File: src/rtl/pkt_lookup_router_q.sv
module pkt_lookup_router_q #(
  parameter int W     = 80,
  parameter int DEPTH = 2
) (
  input  logic         clk,
  input  logic         rst_n,
  input  logic         push,
  input  logic [W-1:0] din,
  input  logic         pop,
  output logic [W-1:0] dout,
  output logic         empty,
  output logic         full
);
  localparam int AW = (DEPTH > 1) ? $clog2(DEPTH) : 1;
  localparam int CW = $clog2(DEPTH + 1);

  logic [W-1:0]  mem [DEPTH];
  logic [AW-1:0] rd, wr;
  logic [CW-1:0] cnt;

  assign empty = (cnt == '0);
  assign full  = (cnt == CW'(DEPTH));
  assign dout  = mem[rd];

  function automatic logic [AW-1:0] nxt(input logic [AW-1:0] p);
    return (p == AW'(DEPTH - 1)) ? '0 : p + 1'b1;
  endfunction

  always_ff @(posedge clk) begin
    if (!rst_n) begin
      rd  <= '0;
      wr  <= '0;
      cnt <= '0;
    end else begin
      if (push) wr <= nxt(wr);
      if (pop)  rd <= nxt(rd);
      cnt <= cnt + CW'(push) - CW'(pop);
    end
  end

  always_ff @(posedge clk) if (push) mem[wr] <= din;


  no_overflow_chk: assert property (@(posedge clk) disable iff (!rst_n) push |-> !full);

  no_underflow_chk: assert property (@(posedge clk) disable iff (!rst_n) pop |-> !empty);
endmodule

File: src/rtl/pkt_lookup_router.sv
module pkt_lookup_router #(
  parameter int PKT_W      = 80,
  parameter int ADDR_W     = 16,
  parameter int PORTS      = 4,
  parameter int IN_DEPTH   = 2,
  parameter int PEND_DEPTH = 4,
  parameter int OUT_DEPTH  = 2,
  parameter int TBL_W      = 12
) (
  input  logic                   clk,
  input  logic                   rst_n,
  input  logic                   in_vld,
  output logic                   in_rdy,
  input  logic [79:0]            in_pkt,
  output logic                   lk_req_vld,
  input  logic                   lk_req_rdy,
  output logic [15:0]            lk_req_addr,
  input  logic                   lk_rsp_vld,
  output logic                   lk_rsp_rdy,
  input  logic [1:0]             lk_rsp_port,
  output logic [3:0]             out_vld,
  input  logic [3:0]             out_take,
  output logic [319:0]           out_pkt,
  input  logic                   tbl_wr,
  input  logic [11:0]            tbl_idx,
  input  logic [11:0]            tbl_dat,
  output logic                   lk_tbl_wr,
  output logic [11:0]            lk_tbl_idx,
  output logic [11:0]            lk_tbl_dat
);
  localparam int PW = $clog2(PORTS);

  logic [PKT_W-1:0] iq_dout, pq_dout;
  logic             iq_empty, iq_full, pq_empty, pq_full;
  logic             start, finish;
  logic [PORTS-1:0] oq_full, oq_empty;

  assign in_rdy = !iq_full;

  pkt_lookup_router_q #(.W(PKT_W), .DEPTH(IN_DEPTH)) u_inq (
    .clk(clk), .rst_n(rst_n), .push(in_vld && in_rdy), .din(in_pkt),
    .pop(start), .dout(iq_dout), .empty(iq_empty), .full(iq_full));

  assign lk_req_vld  = !iq_empty && !pq_full;
  assign lk_req_addr = iq_dout[PKT_W-1 -: ADDR_W];
  assign start       = lk_req_vld && lk_req_rdy;

  pkt_lookup_router_q #(.W(PKT_W), .DEPTH(PEND_DEPTH)) u_pendq (
    .clk(clk), .rst_n(rst_n), .push(start), .din(iq_dout),
    .pop(finish), .dout(pq_dout), .empty(pq_empty), .full(pq_full));

  assign lk_rsp_rdy = !pq_empty && !oq_full[lk_rsp_port];
  assign finish     = lk_rsp_vld && lk_rsp_rdy;

  for (genvar p = 0; p < PORTS; p++) begin : g_port
    logic [PKT_W-1:0] head;
    pkt_lookup_router_q #(.W(PKT_W), .DEPTH(OUT_DEPTH)) u_outq (
      .clk(clk), .rst_n(rst_n),
      .push(finish && (lk_rsp_port == PW'(p))), .din(pq_dout),
      .pop(out_vld[p] && out_take[p]), .dout(head),
      .empty(oq_empty[p]), .full(oq_full[p]));
    assign out_vld[p] = !oq_empty[p];
    assign out_pkt[p*PKT_W +: PKT_W] = head;


    out_hold_chk: assert property (@(posedge clk) disable iff (!rst_n)
      out_vld[p] && !out_take[p] |=> out_vld[p] && $stable(out_pkt[p*PKT_W +: PKT_W]));
  end

  assign lk_tbl_wr  = tbl_wr;
  assign lk_tbl_idx = tbl_idx;
  assign lk_tbl_dat = tbl_dat;


  req_hold_chk: assert property (@(posedge clk) disable iff (!rst_n)
    lk_req_vld && !lk_req_rdy |=> lk_req_vld && $stable(lk_req_addr));

  route_chk: assert property (@(posedge clk) disable iff (!rst_n)
    finish |=> out_vld[$past(lk_rsp_port)]);

  pend_push_chk: assert property (@(posedge clk) disable iff (!rst_n)
    start |=> !pq_empty);
endmodule

File: config.mk
export PLATFORM = sky130hd
export DESIGN_NAME = pkt_lookup_router
export DESIGN_NICKNAME = d
export VERILOG_FILES = /design/src/rtl/pkt_lookup_router_q.sv /design/src/rtl/pkt_lookup_router.sv
export SDC_FILE = /design/constraint.sdc
export NUM_CORES = 1
export LEC_CHECK = 0
export ABC_AREA = 1
export CORE_UTILIZATION = 60
export DETAILED_ROUTE_END_ITERATION = 10
export DONT_BUFFER_PORTS = 1
export GPL_TIMING_DRIVEN = 0
export PLACE_DENSITY = 0.73
export SKIP_LAST_GASP = 1
export SYNTH_ARGS = -nofsm -noshare
export SYNTH_HDL_FRONTEND = slang
export SYNTH_SLANG_ARGS = --single-unit
File: constraint.sdc
create_clock -name clk -period 6.05 [get_ports clk]
set_clock_uncertainty 0.2 [all_clocks]
set_input_delay 0.3025 -clock clk [delete_from_list [all_inputs] [get_ports clk]]
set_output_delay 0.3025 -clock clk [all_outputs]
set_load 0.01 [all_outputs]
==> flow_metrics.py <==
metrics = {
    "floorplan": {
        "core_um2": 70300,
        "die_h_um": 269,
        "rows": 97,
        "dieArea_um2": 72300,
        "die_w_um": 269,
        "start_util_pct": 60.8,
        "io_pins": 484,
    },
    "cells_and_area": {
        "design_area_um2": 49300,
        "utilization_pct": 70.2,
        "layout_commonest_cell": "edfxtp_1",
        "final-seq-area_um2": 34300,
        "finish.net_count": 2657,
        "area_delta_synth_final_pct": 15.4,
        "final_layout_size_suffix_gt1_share_pct": 28.7,
        "fillers": 4175,
        "stdcell_count": 3561,
        "layout.cells.most_common_list": "1,120 x edfxtp_1, 400 x mux2_2, 168 x nor2_1, 146 x o21ai_0, 110 x clkbuf_16",
        "multiInputGateArea_um2": 7450,
    },
    "global_route": {
        "overflow": 0,
        "antenna_found_initial": 6,
        "grt_pass1_wl_mm": 139,
        "grt_pass1_vias": 21275,
        "grt_max_degree": 50,
        "grt_use_total_pct": 26.9,
    },
    "clock_tree": {
        "postCtsSetupBuffers": 0,
        "cts_resized": 0,
        "clk_path_buf_depth": 3,
        "cts_buffers": 109,
        "insertion_delay_ns": 0.67,
        "cts_tree": "yes",
        "root_buffer": "clkbuf_16",
        "numClockSinks": 1154,
        "hold_buffers": 93,
        "clkTransAtPathRegs_ns": 0.07,
        "htree_levels": 3,
    },
    "synthesis": {
        "synth-seq-cells": 1154,
        "seq_area_frac_synth_pct": 80.3,
        "synth-edff-count": 1120,
        "async_flop_share_pct": 0,
        "syn_inst": 2286,
        "yosys.cell_types.count": 33,
        "synth_area_um2": 42700,
        "synth_fp_nets": 2420,
        "synth_warnings": 0,
        "avgSynthCellArea_um2": 18.7,
        "synth_ff_type": "edfxtp_1",
    },
    "timing": {
        "period_minus_slack_ns": 3.33,
        "finalHoldViolations": 0,
        "worstMarginPinSlew_ns": 1.23,
        "grt_setup_unrepaired": "false",
        "relSlewSlack_pct": 18.2,
        "period_share_pct": 55.1,
        "max_freq_mhz": 300,
        "setup_viol": 0,
        "finalMaxSlewViolations": 0,
        "fin_ws_ns": 2.72,
        "setup_tns_ns": 0,
    },
    "drt": {
        "drtAntennaViolNets": 0,
        "drc_errors": 0,
        "firstDrtPassIters": 5,
        "num_vias": 21427,
        "wl_mm": 98.1,
        "via_per_inst": 6.02,
        "detail_route.wl_per_cell_um": 27.6,
        "drt_iter0_markers": 1895,
    },
    "worst_setup_path": {
        "cp_slowest_stage_delay_ns": 0.89,
        "cp_num_buf_inv": 2,
        "end_kind": "primary output",
        "path_class": "reg -> out",
        "reg2regPathDepth": 5,
        "cp_slowest_cell": "clkbuf_1",
        "path_delay_family": "buffers and inverters",
        "r2r_setup_slack_ns": 2.85,
        "path_depth": 3,
        "cp_max_fo": 10,
        "cp.required_ns": 5.55,
        "critPathLaunchType": "flip-flop",
        "critPathCapture": "out_pkt[178]",
        "r2r_end": "g_port[1].u_outq.mem[0][53]$_DFFE_PP_",
        "critPathArrivalTime_ns": 2.83,
        "path_cells": "clkbuf_1 -> buf_2 -> mux2_2",
    },
    "pwr": {
        "peakVddDrop_mv": 0.289,
        "power_leakage_uw": 0.0163,
        "p_per_area_nw_per_um2": 472,
    },
    "run_status": {
        "status": "complete, no violations",
    },
    "placement": {
        "place_congestion": 0.790,
        "io_buffers": 0,
        "dpl_cell_area_um2": 44700,
        "dp_cells": 3259,
        "post-place-ws_ns": 2.94,
        "dp_hpwl_mm": 62.6,
    },
    "min_path": {
        "min_path_type": "in -> reg",
    },
    "run": {
        "cap_violations": 0,
    },
}
==> worst min path at each step <==
stage	startpoint	end	cells after the start
3_5_place_dp	in_pkt[77]	u_inq.mem[1][77]$_DFFE_PP_	0
3_3_place_gp	in_pkt[70]	u_inq.mem[1][70]$_DFFE_PP_	0
4_1_cts	lk_rsp_port[0]	g_port[1].u_outq.wr$_SDFFE_PN0P_	7
2_1_floorplan	in_pkt[0]	u_inq.mem[0][0]$_DFFE_PP_	0
6_report	lk_rsp_port[0]	g_port[1].u_outq.wr$_SDFFE_PN0P_	7
5_1_grt	in_pkt[67]	u_inq.mem[0][67]$_DFFE_PP_	1
==> power by group <==
| part | internal (uW) | total [uW] | switching, uW | leakage, uW |
|---|---|---|---|---|
| Combinational | 1650 | 5470 | 3820 | 0.00408 |
| Sequential | 10700 | 10900 | 203 | 0.0104 |
| Clock | 4000 | 6910 | 2910 | 0.00177 |
| Total | 16300 | 23300 | 6930 | 0.0163 |
==> tightest hold or removal path, stage by stage <==
cell and delay, ns:
nand2_1 0.04, nor2_1 0.18, nor2_4 0.08, nand4_2 0.14, nand2_1 0.06, inv_1 0.04, nor2_1 0.04
==> registers in the layout (all words and copies together) (netlist names), 2 cells and up, named ones only <==
name               count
u_pendq.rd             2
u_pendq.wr             2
g_port.u_outq.wr       4
u_inq.mem            160
g_port.u_outq.cnt      8
u_pendq.cnt            3
g_port.u_outq.mem    640
g_port.u_outq.rd       4
u_inq.cnt              2
u_pendq.mem          320
==> cells in the mapped netlist, types with 8 or more instances <==
master,n,area share (%)
nand2_1,27,0.24
clkbuf_1,45,0.40
o21ai_0,146,1.7
buf_6,10,0.26
nor2_2,13,0.19
nor2_1,178,1.6
o22ai_1,70,1.0
buf_2,42,0.49
inv_2,8,0.070
edfxtp_1,1120,79
o21ai_1,28,0.33
buf_4,42,0.74
inv_1,43,0.38
a21oi_1,17,0.20
ha_1,17,0.50
dfxtp_1,34,1.6
mux2_2,400,11
o22ai_2,10,0.29
==> metal layers <==
layer  vias up  GRT usage, %  wire (um)
li1       9233             -          -
met5         -             0          7
met3       161          5.74       7730
met1     11053          34.6      37100
met2       978          45.7      50600
met4         2          8.71       2690
==> area by class of cell <==
type                       instances  area share (%)
tap                              940            2.39
clock buffer                     132            5.75
buffer                           141            1.71
clock inverter                    73            1.64
antenna                            4          0.0203
multi-input combinational        939            15.1
inverter                          52           0.421
sequential                      1154            69.6
timing repair buffer             126            3.35
==> cell families after synthesis <==
kind of cell | after synthesis | synth area share, %
DFF | 1154 | 80.3
AOI/OAI and AO/OA | 272 | 3.57
xor gates and xnor gates | 7 | 0.143
muxes | 400 | 10.5
adders and majority gates | 18 | 0.545
and+or+nand+nor | 242 | 2.46
buffers and inverters | 193 | 2.43
==> per-stage QoR <==
stage	hold slack, ns	power, uW
floorplan	0.201	14500
global placement	0.201	16200
detailed placement	0.201	16400
CTS	0.0367	23300
global route	0.0788	24000
finish	0.0597	23300
Note: power is estimated with default switching activity, not from simulation.
